File: src/rtl/pwmt_pkg.sv
package pwmt_pkg;

    typedef enum logic [1:0] {
        PS_DIV4 = 2'b00,
        PS_DIV2 = 2'b01,
        PS_DIV8 = 2'b10,
        PS_HALT = 2'b11
    } presc_e;

    // Control byte layout, most significant field first (bit 7 unused).
    typedef struct packed {
        presc_e presc;
        logic   one_shot;
        logic   run;
        logic   oe;
        logic   lvl_b;   // level applied on a period match
        logic   lvl_a;   // level applied on an edge match
    } ctrl_t;

    localparam logic [2:0] A_CTRL   = 3'd0;
    localparam logic [2:0] A_IE     = 3'd1;
    localparam logic [2:0] A_STAT   = 3'd2;
    localparam logic [2:0] A_PER_HI = 3'd4;
    localparam logic [2:0] A_PER_LO = 3'd5;
    localparam logic [2:0] A_PW_HI  = 3'd6;
    localparam logic [2:0] A_PW_LO  = 3'd7;

    // Mask of low divider bits that must all be 1 for a tick.
    function automatic logic [2:0] presc_mask(presc_e p);
        case (p)
            PS_DIV2: presc_mask = 3'b001;
            PS_DIV4: presc_mask = 3'b011;
            PS_DIV8: presc_mask = 3'b111;
            default: presc_mask = 3'b000;
        endcase
    endfunction

endpackage

File: src/rtl/pwmt_presc.sv
module pwmt_presc
    import pwmt_pkg::*;
#(
    parameter int DIV_W = 3
) (
    input  logic   clk,
    input  logic   rst_n,
    input  logic   run,
    input  presc_e presc,
    output logic   tick
);
    typedef struct packed {
        logic [DIV_W-1:0] div;
    } st_t;

    st_t st_d, st_q;
    logic [DIV_W-1:0] mask;

    always_comb begin
        mask     = DIV_W'(presc_mask(presc));
        tick     = run && (presc != PS_HALT) && ((st_q.div & mask) == mask);
        st_d     = st_q;
        st_d.div = run ? st_q.div + 1'b1 : '0;
    end

    always_ff @(posedge clk or negedge rst_n) begin
        if (!rst_n) st_q <= '0;
        else        st_q <= st_d;
    end
endmodule

File: src/rtl/pwmt_regs.sv
module pwmt_regs
    import pwmt_pkg::*;
#(
    parameter int          CNT_W  = 16,
    parameter logic [15:0] RELOAD = 16'hFFFC
) (
    input  logic             clk,
    input  logic             rst_n,
    input  logic             wr_en,
    input  logic [2:0]       wr_addr,
    input  logic [7:0]       wr_data,
    output ctrl_t            ctrl,
    output logic             ie_all,
    output logic             ie_per,
    output logic [CNT_W-1:0] per_val,
    output logic [CNT_W-1:0] pw_val,
    output logic             per_arm,
    output logic             pw_arm,
    output logic             flag_clr
);
    localparam int HI_W   = CNT_W - 8;
    localparam int CTRL_W = $bits(ctrl_t);

    typedef struct packed {
        ctrl_t            ctrl;
        logic             ie_all;
        logic             ie_per;
        logic [CNT_W-1:0] per;
        logic [CNT_W-1:0] pw;
        logic             per_arm;
        logic             pw_arm;
    } st_t;

    st_t st_d, st_q;

    always_comb begin
        st_d     = st_q;
        flag_clr = 1'b0;
        if (wr_en) begin
            case (wr_addr)
                A_CTRL:   st_d.ctrl = ctrl_t'(wr_data[CTRL_W-1:0]);
                A_IE:     begin
                              st_d.ie_all = wr_data[0];
                              st_d.ie_per = wr_data[1];
                          end
                A_STAT:   flag_clr = wr_data[0];
                A_PER_HI: begin
                              st_d.per[CNT_W-1:8] = wr_data[HI_W-1:0];
                              st_d.per_arm        = 1'b0;
                          end
                A_PER_LO: begin
                              st_d.per[7:0] = wr_data;
                              st_d.per_arm  = 1'b1;
                          end
                A_PW_HI:  begin
                              st_d.pw[CNT_W-1:8] = wr_data[HI_W-1:0];
                              st_d.pw_arm        = 1'b0;
                          end
                A_PW_LO:  begin
                              st_d.pw[7:0] = wr_data;
                              st_d.pw_arm  = 1'b1;
                          end
                default:  ;
            endcase
        end
    end

    always_ff @(posedge clk or negedge rst_n) begin
        if (!rst_n) begin
            st_q         <= '0;
            st_q.per     <= CNT_W'(RELOAD);
            st_q.pw      <= CNT_W'(RELOAD);
            st_q.per_arm <= 1'b1;
            st_q.pw_arm  <= 1'b1;
        end else begin
            st_q <= st_d;
        end
    end

    assign ctrl    = st_q.ctrl;
    assign ie_all  = st_q.ie_all;
    assign ie_per  = st_q.ie_per;
    assign per_val = st_q.per;
    assign pw_val  = st_q.pw;
    assign per_arm = st_q.per_arm;
    assign pw_arm  = st_q.pw_arm;
endmodule

File: src/rtl/pwmt_core.sv
module pwmt_core #(
    parameter int          CNT_W  = 16,
    parameter logic [15:0] RELOAD = 16'hFFFC
) (
    input  logic             clk,
    input  logic             rst_n,
    input  logic             run,
    input  logic             tick,
    input  logic [CNT_W-1:0] per_val,
    input  logic [CNT_W-1:0] pw_val,
    input  logic             per_arm,
    input  logic             pw_arm,
    input  logic             lvl_a,
    input  logic             lvl_b,
    input  logic             flag_clr,
    output logic [CNT_W-1:0] cnt,
    output logic             level,
    output logic             flag,
    output logic             per_hit
);
    localparam logic [CNT_W-1:0] START = CNT_W'(RELOAD);

    typedef struct packed {
        logic [CNT_W-1:0] cnt;
        logic             level;
        logic             flag;
    } st_t;

    st_t  st_d, st_q;
    logic pw_hit;

    always_comb begin
        per_hit = run && tick && per_arm && (st_q.cnt == per_val);
        pw_hit  = run && tick && pw_arm && (st_q.cnt == pw_val) && !per_hit;
        st_d    = st_q;
        if (!run) begin
            st_d.cnt = START;
        end else if (per_hit) begin
            st_d.cnt   = START;
            st_d.level = lvl_b;
        end else if (tick) begin
            st_d.cnt = st_q.cnt + 1'b1;
            if (pw_hit) st_d.level = lvl_a;
        end
        if (per_hit)       st_d.flag = 1'b1;
        else if (flag_clr) st_d.flag = 1'b0;
    end

    always_ff @(posedge clk or negedge rst_n) begin
        if (!rst_n) begin
            st_q.cnt   <= START;
            st_q.level <= 1'b0;
            st_q.flag  <= 1'b0;
        end else begin
            st_q <= st_d;
        end
    end

    assign cnt   = st_q.cnt;
    assign level = st_q.level;
    assign flag  = st_q.flag;
endmodule

File: src/rtl/pwm_dual_cmp.sv
module pwm_dual_cmp
    import pwmt_pkg::*;
#(
    parameter int          CNT_W  = 16,
    parameter int          DIV_W  = 3,
    parameter logic [15:0] RELOAD = 16'hFFFC
) (
    input  logic       clk,
    input  logic       rst_n,
    input  logic       wr_en,
    input  logic [2:0] wr_addr,
    input  logic [7:0] wr_data,
    output logic       pwm_out,
    output logic       cmp_flag,
    output logic       irq
);
    ctrl_t            ctrl;
    logic             ie_all, ie_per;
    logic [CNT_W-1:0] per_val, pw_val;
    logic             per_arm, pw_arm, flag_clr;
    logic             tick;
    logic [CNT_W-1:0] cnt;
    logic             level, flag, per_hit;

    pwmt_regs #(.CNT_W(CNT_W), .RELOAD(RELOAD)) u_regs (
        .clk(clk), .rst_n(rst_n), .wr_en(wr_en), .wr_addr(wr_addr),
        .wr_data(wr_data), .ctrl(ctrl), .ie_all(ie_all), .ie_per(ie_per),
        .per_val(per_val), .pw_val(pw_val), .per_arm(per_arm),
        .pw_arm(pw_arm), .flag_clr(flag_clr)
    );

    pwmt_presc #(.DIV_W(DIV_W)) u_presc (
        .clk(clk), .rst_n(rst_n), .run(ctrl.run), .presc(ctrl.presc),
        .tick(tick)
    );

    pwmt_core #(.CNT_W(CNT_W), .RELOAD(RELOAD)) u_core (
        .clk(clk), .rst_n(rst_n), .run(ctrl.run), .tick(tick),
        .per_val(per_val), .pw_val(pw_val), .per_arm(per_arm),
        .pw_arm(pw_arm), .lvl_a(ctrl.lvl_a), .lvl_b(ctrl.lvl_b),
        .flag_clr(flag_clr), .cnt(cnt), .level(level), .flag(flag),
        .per_hit(per_hit)
    );

    assign pwm_out  = ctrl.oe & level;
    assign cmp_flag = flag;
    assign irq      = flag & (ie_all | ie_per);
endmodule

File: config.mk
export PLATFORM = sky130hd
export DESIGN_NAME = pwm_dual_cmp
export DESIGN_NICKNAME = d
export VERILOG_FILES = /design/src/rtl/pwmt_pkg.sv /design/src/rtl/pwmt_presc.sv /design/src/rtl/pwmt_regs.sv /design/src/rtl/pwmt_core.sv /design/src/rtl/pwm_dual_cmp.sv
export SDC_FILE = /design/constraint.sdc
export NUM_CORES = 1
export LEC_CHECK = 0
export BUFFER_PORTS_ARGS = -buffer_cell sky130_fd_sc_hd__buf_2
export CAP_MARGIN = 20
export CORE_MARGIN = 1.5
export CORE_UTILIZATION = 35
export CTS_CLUSTER_SIZE = 16
export DETAILED_ROUTE_END_ITERATION = 8
export PLACE_DENSITY = 0.51
export SLEW_MARGIN = 20
export SYNTH_ARGS = -nofsm -noshare
export SYNTH_HDL_FRONTEND = slang
export SYNTH_SLANG_ARGS = --single-unit
File: constraint.sdc
create_clock -name clk -period 5.2 [get_ports clk]
set_input_delay 1.3 -clock clk [delete_from_list [all_inputs] [get_ports clk]]
set_output_delay 1.3 -clock clk [all_outputs]
set_load 0.02 [all_outputs]
======== Word level (Yosys, flattened, before mapping) ========
Cells that the tools add are included.
cells by class
  add/subtract/negate cells ............... 2
  multiplexer cells ....................... 12
  bitwise operators ....................... 4
  equal/unequal tests ..................... 13
  reductions and logical operators ........ 25
operator list
  cell                   count
  $mux 17                2
  $eq 16x16->1           2
  $add 16x1->16 const B  1
  $mux 16                1
  $reduce_and 2->1       8
  $eq 3x3->1 const B     4
  $reduce_bool 2->1      5
  $pmux 3 s3             1
  $logic_and 1x1->1      8
  $mux 1                 5
  $pmux 1 s2             2
  $add 3x1->3 const B    1
  $and 3x3->3            1
  $eq 3x1->1 const B     1
  $eq 3x2->1 const B     1
  $eq 3x3->1             1
  $logic_not 3->1        1
  $mux 3                 1
  $ne 3x2->1 const B     1
  $reduce_and 3->1       1
  $and 1x1->1            2
  $eq 2x1->1 const B     1
  $eq 2x2->1 const B     1
  $logic_not 2->1        1
  other kinds (3)        3
word-level totals
  flip-flop bits (word level) ............. 63
  word-level logic and storage cells ...... 73
  input bits .............................. 14
  output and inout bits ................... 3

======== Longest topological paths before layout ========
  word-level depth ........................ 14
  mapped depth ............................ 8
  mapped depth without buffers ............ 6

======== Cells and area by module ========
A second synthesis with hierarchy kept.
unflattened totals
  cells, all modules ...................... 269
  area total of the unflattened synthesis .. 3300.7 sq um
by module, submodules not included
  module        area each (sq um)  instances  cells each  seq. area each (sq um)
  pwmt_regs     1745.4             1          103         1113.6
  pwmt_core     1407.6             1          153         467.9
  pwmt_presc    133.9              1          11          75.1
  pwm_dual_cmp  13.8               1          2           0.0

======== Worst setup path before layout ========
Ideal clock, no wire load.
  path type ............................... input to register
  from .................................... input wr_addr[0]
  to ...................................... register u_regs.st_q, in the netlist u_regs.per_val[10]
  data required time ...................... 5.118 ns
  setup slack ............................. 2.835 ns
  setup time .............................. 0.082 ns
  buffers on the path ..................... 1
  stages on the path ...................... 3
  arrival time ............................ 2.283 ns
  path through ............................ clkbuf_1 > nor3_2 > mux2_2
on the way
  longest elaborated chain between the ends .. 2
ends and longest elaborated chain
  item                        line                RTL
  from (decl)                 pwm_dual_cmp.sv:11  input logic [2:0] wr_addr,
  $eq 3x3->1                  pwmt_regs.sv:40     case (wr_addr)
  $reduce_and 2->1 (no line)  -
  to (signal assigned)        pwmt_regs.sv:76     st_q <= st_d;
  to (decl)                   pwmt_regs.sv:34     st_t st_d, st_q;
Every way passes these cells.
A chain may end at the register's enable or synchronous reset.

======== Worst setup path after layout ========
  from .................................... register u_regs.st_q, in the netlist u_regs.ie_per
  to ...................................... output irq
on the way
  longest elaborated chain between the ends .. 2
ends and longest elaborated chain
  item         line                RTL
  $or 1x1->1   pwm_dual_cmp.sv:47  assign irq = flag & (ie_all | ie_per);
  $and 1x1->1  pwm_dual_cmp.sv:47
  to (decl)    pwm_dual_cmp.sv:15  output logic irq
Every way passes these cells.

==> flow_metrics.py <==
metrics = {
    "floorplan": {
        "start_util_pct": 36.7,
        "fp.dieW_um": 96.6,
        "die_area_um2": 9320,
        "rows": 33,
        "die_h_um": 96.6,
        "core_um2": 8340,
        "ios": 17,
    },
    "cts": {
        "cts_tree": "done",
        "numCtsBuffers": 9,
        "insertion_delay_ns": 0.34,
        "cts_hold_buf": 0,
        "root_buffer": "clkbuf_8",
        "clock_path_buffers": 2,
        "cts.reportedPaths.clkPinSlew_ns": 0.07,
        "cts_resized": 0,
        "cts_setup_buffers": 0,
        "htreeDepth": 3,
        "clock-sinks": 63,
    },
    "setup_path": {
        "path_cells": "o21a_1, buf_2",
        "worstPathArrival_ns": 1.04,
        "cp_max_fo": 2,
        "r2r-end": "u_core.cnt[12]$_DFFE_PN1P_",
        "criticalPathCategory": "register to output port",
        "critPathMaxStageDelay_ns": 0.38,
        "reg2reg_slack_ns": 3.05,
        "startpoint_type": "register",
        "crit_path_end_kind": "output port",
        "ff2ff_path_depth": 6,
        "worstPathRequired_ns": 3.90,
        "cpLargestDelayFamily": "flip-flops",
        "worst-path-buf-inv": 1,
        "cpMaxStageDelayCell": "dfrtp_1",
        "reg2reg_from": "u_core.cnt[9]$_DFFE_PN1P_",
    },
    "logic_synthesis": {
        "syn_avg_cell_area_um2": 12.2,
        "ys_seq_elements": 63,
        "synth-edff-count": 0,
        "syn-num-nets": 267,
        "ys.flop_type": "dfstp_2",
        "yosys_warnings": 0,
        "netlist_area_um2": 3060,
        "ys_seq_area_share_pct": 53.2,
        "syn_inst": 251,
        "yosysUniqueCellTypes": 35,
        "synthArstFlopShare_pct": 100,
    },
    "timing": {
        "rsz0062_at_grt": "no",
        "finalCriticalPeriod_ns": 2.34,
        "setup_viol": 0,
        "worst_pin_slew_ns": 0.809,
        "fin_ws_ns": 2.86,
        "period_share_pct": 45.1,
        "fmax_mhz": 427,
        "clock_skew_ns": 0.00843,
        "maxSlewViolCount": 0,
        "hold_slack_ns": 0.464,
        "maxSlewHeadroom_pct": 45.8,
        "tns_ns": 0,
        "hold_viol_final": 0,
    },
    "cells_and_area": {
        "stdcell_area_um2": 3450,
        "final_nets": 286,
        "drive_gt1_share_pct": 44.7,
        "diodes": 0,
        "fillers": 849,
        "syn_to_final_growth_pct": 12.7,
    },
    "routing": {
        "drt_wl_total_mm": 6.44,
        "post_drt_wl_per_cell_um": 17.0,
        "vias": 1860,
        "drtPass1Iterations": 4,
        "drt_iter0_markers": 64,
        "via_per_inst": 4.89,
        "ant_nets": 0,
        "drc": 0,
    },
    "power_and_ir_drop": {
        "irDropWorstVdd_mv": 0.157,
        "powerDensity_nw_per_um2": 384,
        "p_leak_uw": 0.00137,
    },
    "min_path": {
        "holdCritStartpoint": "u_regs.pw_arm$_DFFE_PN1P_",
        "min_to": "u_regs.pw_arm$_DFFE_PN1P_",
        "hp-class": "register to register",
        "hold_depth": 2,
    },
    "grt": {
        "grt_max_degree": 41,
        "grt.total_usage_pct": 15.8,
        "grt_pass1_wl_mm": 10.5,
        "gr-total-overflow": 0,
        "grt_pass1_vias": 1931,
        "antenna_found_initial": 0,
    },
    "placed_design": {
        "postPlaceCellArea_um2": 3230,
        "port_buffers": 16,
        "place_congestion": 0.803,
        "post-place-ws_ns": 2.56,
        "dp_hpwl_mm": 4.61,
    },
    "flow_run": {
        "drv_cap": 0,
    },
    "run_status": {
        "status": "complete, no violations",
    },
}
-- worst reg2reg max path: stages, from the launching register on --
cell	delay [ns]
dfstp_2	0.62
xor2_1	0.10
nor4_1	0.45
nand3_1	0.14
or3_4	0.44
and2_4	0.24
o21ai_0	0.09
-- sequential cells by signal, indices dropped and copies added, names as in the netlist, 3 cells and up --
name / flops
u_core.cnt: 16
u_regs.per_val: 16
u_regs.ctrl: 6
u_regs.pw_val: 16
u_presc.st_q: 3
-- cells by family (layout without fill, tap and decap cells) --
group	Yosys count	in the layout	synth area share [%]
xor+xnor	46	46	13.1
buf+inv	11	35	1.96
simple gates	73	73	12.5
fa+ha+maj	2	2	0.817
compound gates	16	16	3.72
flops	63	63	53.2
mux	40	40	14.7
-- layout make-up --
cell class / count / area (um^2) / area share [%]
Sequential cell: 63 / 1630 / 47.2
Multi-Input combinational cell: 177 / 1370 / 39.7
Clock buffer: 11 / 141 / 4.09
Tap cell: 105 / 131 / 3.80
Timing Repair Buffer: 17 / 87.6 / 2.54
Clock inverter: 5 / 81.3 / 2.36
Inverter: 2 / 7.51 / 0.217
-- metal layers --
| layer | vias up | GRT usage [%] | share of wire [%] |
|---|---|---|---|
| met5 | - | 0 | 0 |
| met4 | 0 | 5.80 | 1.2 |
| met3 | 7 | 3.60 | 2.3 |
| met2 | 17 | 24.9 | 47 |
| met1 | 936 | 21.2 | 49 |
| li1 | 900 | - | - |
-- cell usage after synthesis (4+ instances only) --
library cell	count	share of area, %
dfrtp_1	19	16
dfstp_2	44	38
nor3_1	5	0.82
nor4_1	6	1.2
xor2_1	37	11
xnor2_1	9	2.6
mux2_2	39	14
nand3_1	11	1.8
a21oi_1	5	0.82
clkbuf_1	4	0.49
nor2_1	5	0.61
o21ai_0	6	0.98
nand2_1	26	3.2
-- report_power, final --
part           internal (uW)  switching, uW  leakage (uW)
registers                608           57.8      0.000701
logic                   98.4           86.9      0.000559
clock network            283            191      0.000110
-- metrics by stage --
step / cells / util (%) / total power (uW)
6_report: 380 / 41.4 / 1330
5_1_grt: 380 / 41.4 / 1390
4_1_cts: 380 / 41.4 / 1350
3_5_place_dp: 364 / 38.7 / 863
3_3_place_gp: 364 / 38.7 / 859
2_1_floorplan: 251 / - / 801
-- worst max path at each step --
stage                                          from                              to  slack (ns)  depth (start not counted)
after CTS                 u_regs.ie_per$_DFFE_PN0P_                             irq        2.83                          2
after global placement                   wr_addr[0]  u_regs.per_val[11]$_DFFE_PN1P_        2.55                          3
final                     u_regs.ie_per$_DFFE_PN0P_                             irq        2.86                          2
after detailed placement                 wr_addr[0]  u_regs.per_val[12]$_DFFE_PN1P_        2.56                          3
after global routing      u_regs.ie_per$_DFFE_PN0P_                             irq        2.80                          2
after floorplan                          wr_addr[0]  u_regs.per_val[10]$_DFFE_PN1P_        2.84                          3
-- placed cells by master, fill, tap and decap left out, types with 6 or more instances in the layout --
cell,Yosys,final
nor4_1,6,6
dfstp_2,44,44
xnor2_1,9,9
buf_2,2,16
clkbuf_8,0,10
mux2_2,39,39
dfrtp_1,19,19
nand3_1,11,11
o21ai_0,6,6
nand2_1,26,26
xor2_1,37,37
Power figures use the tool's default switching activity.
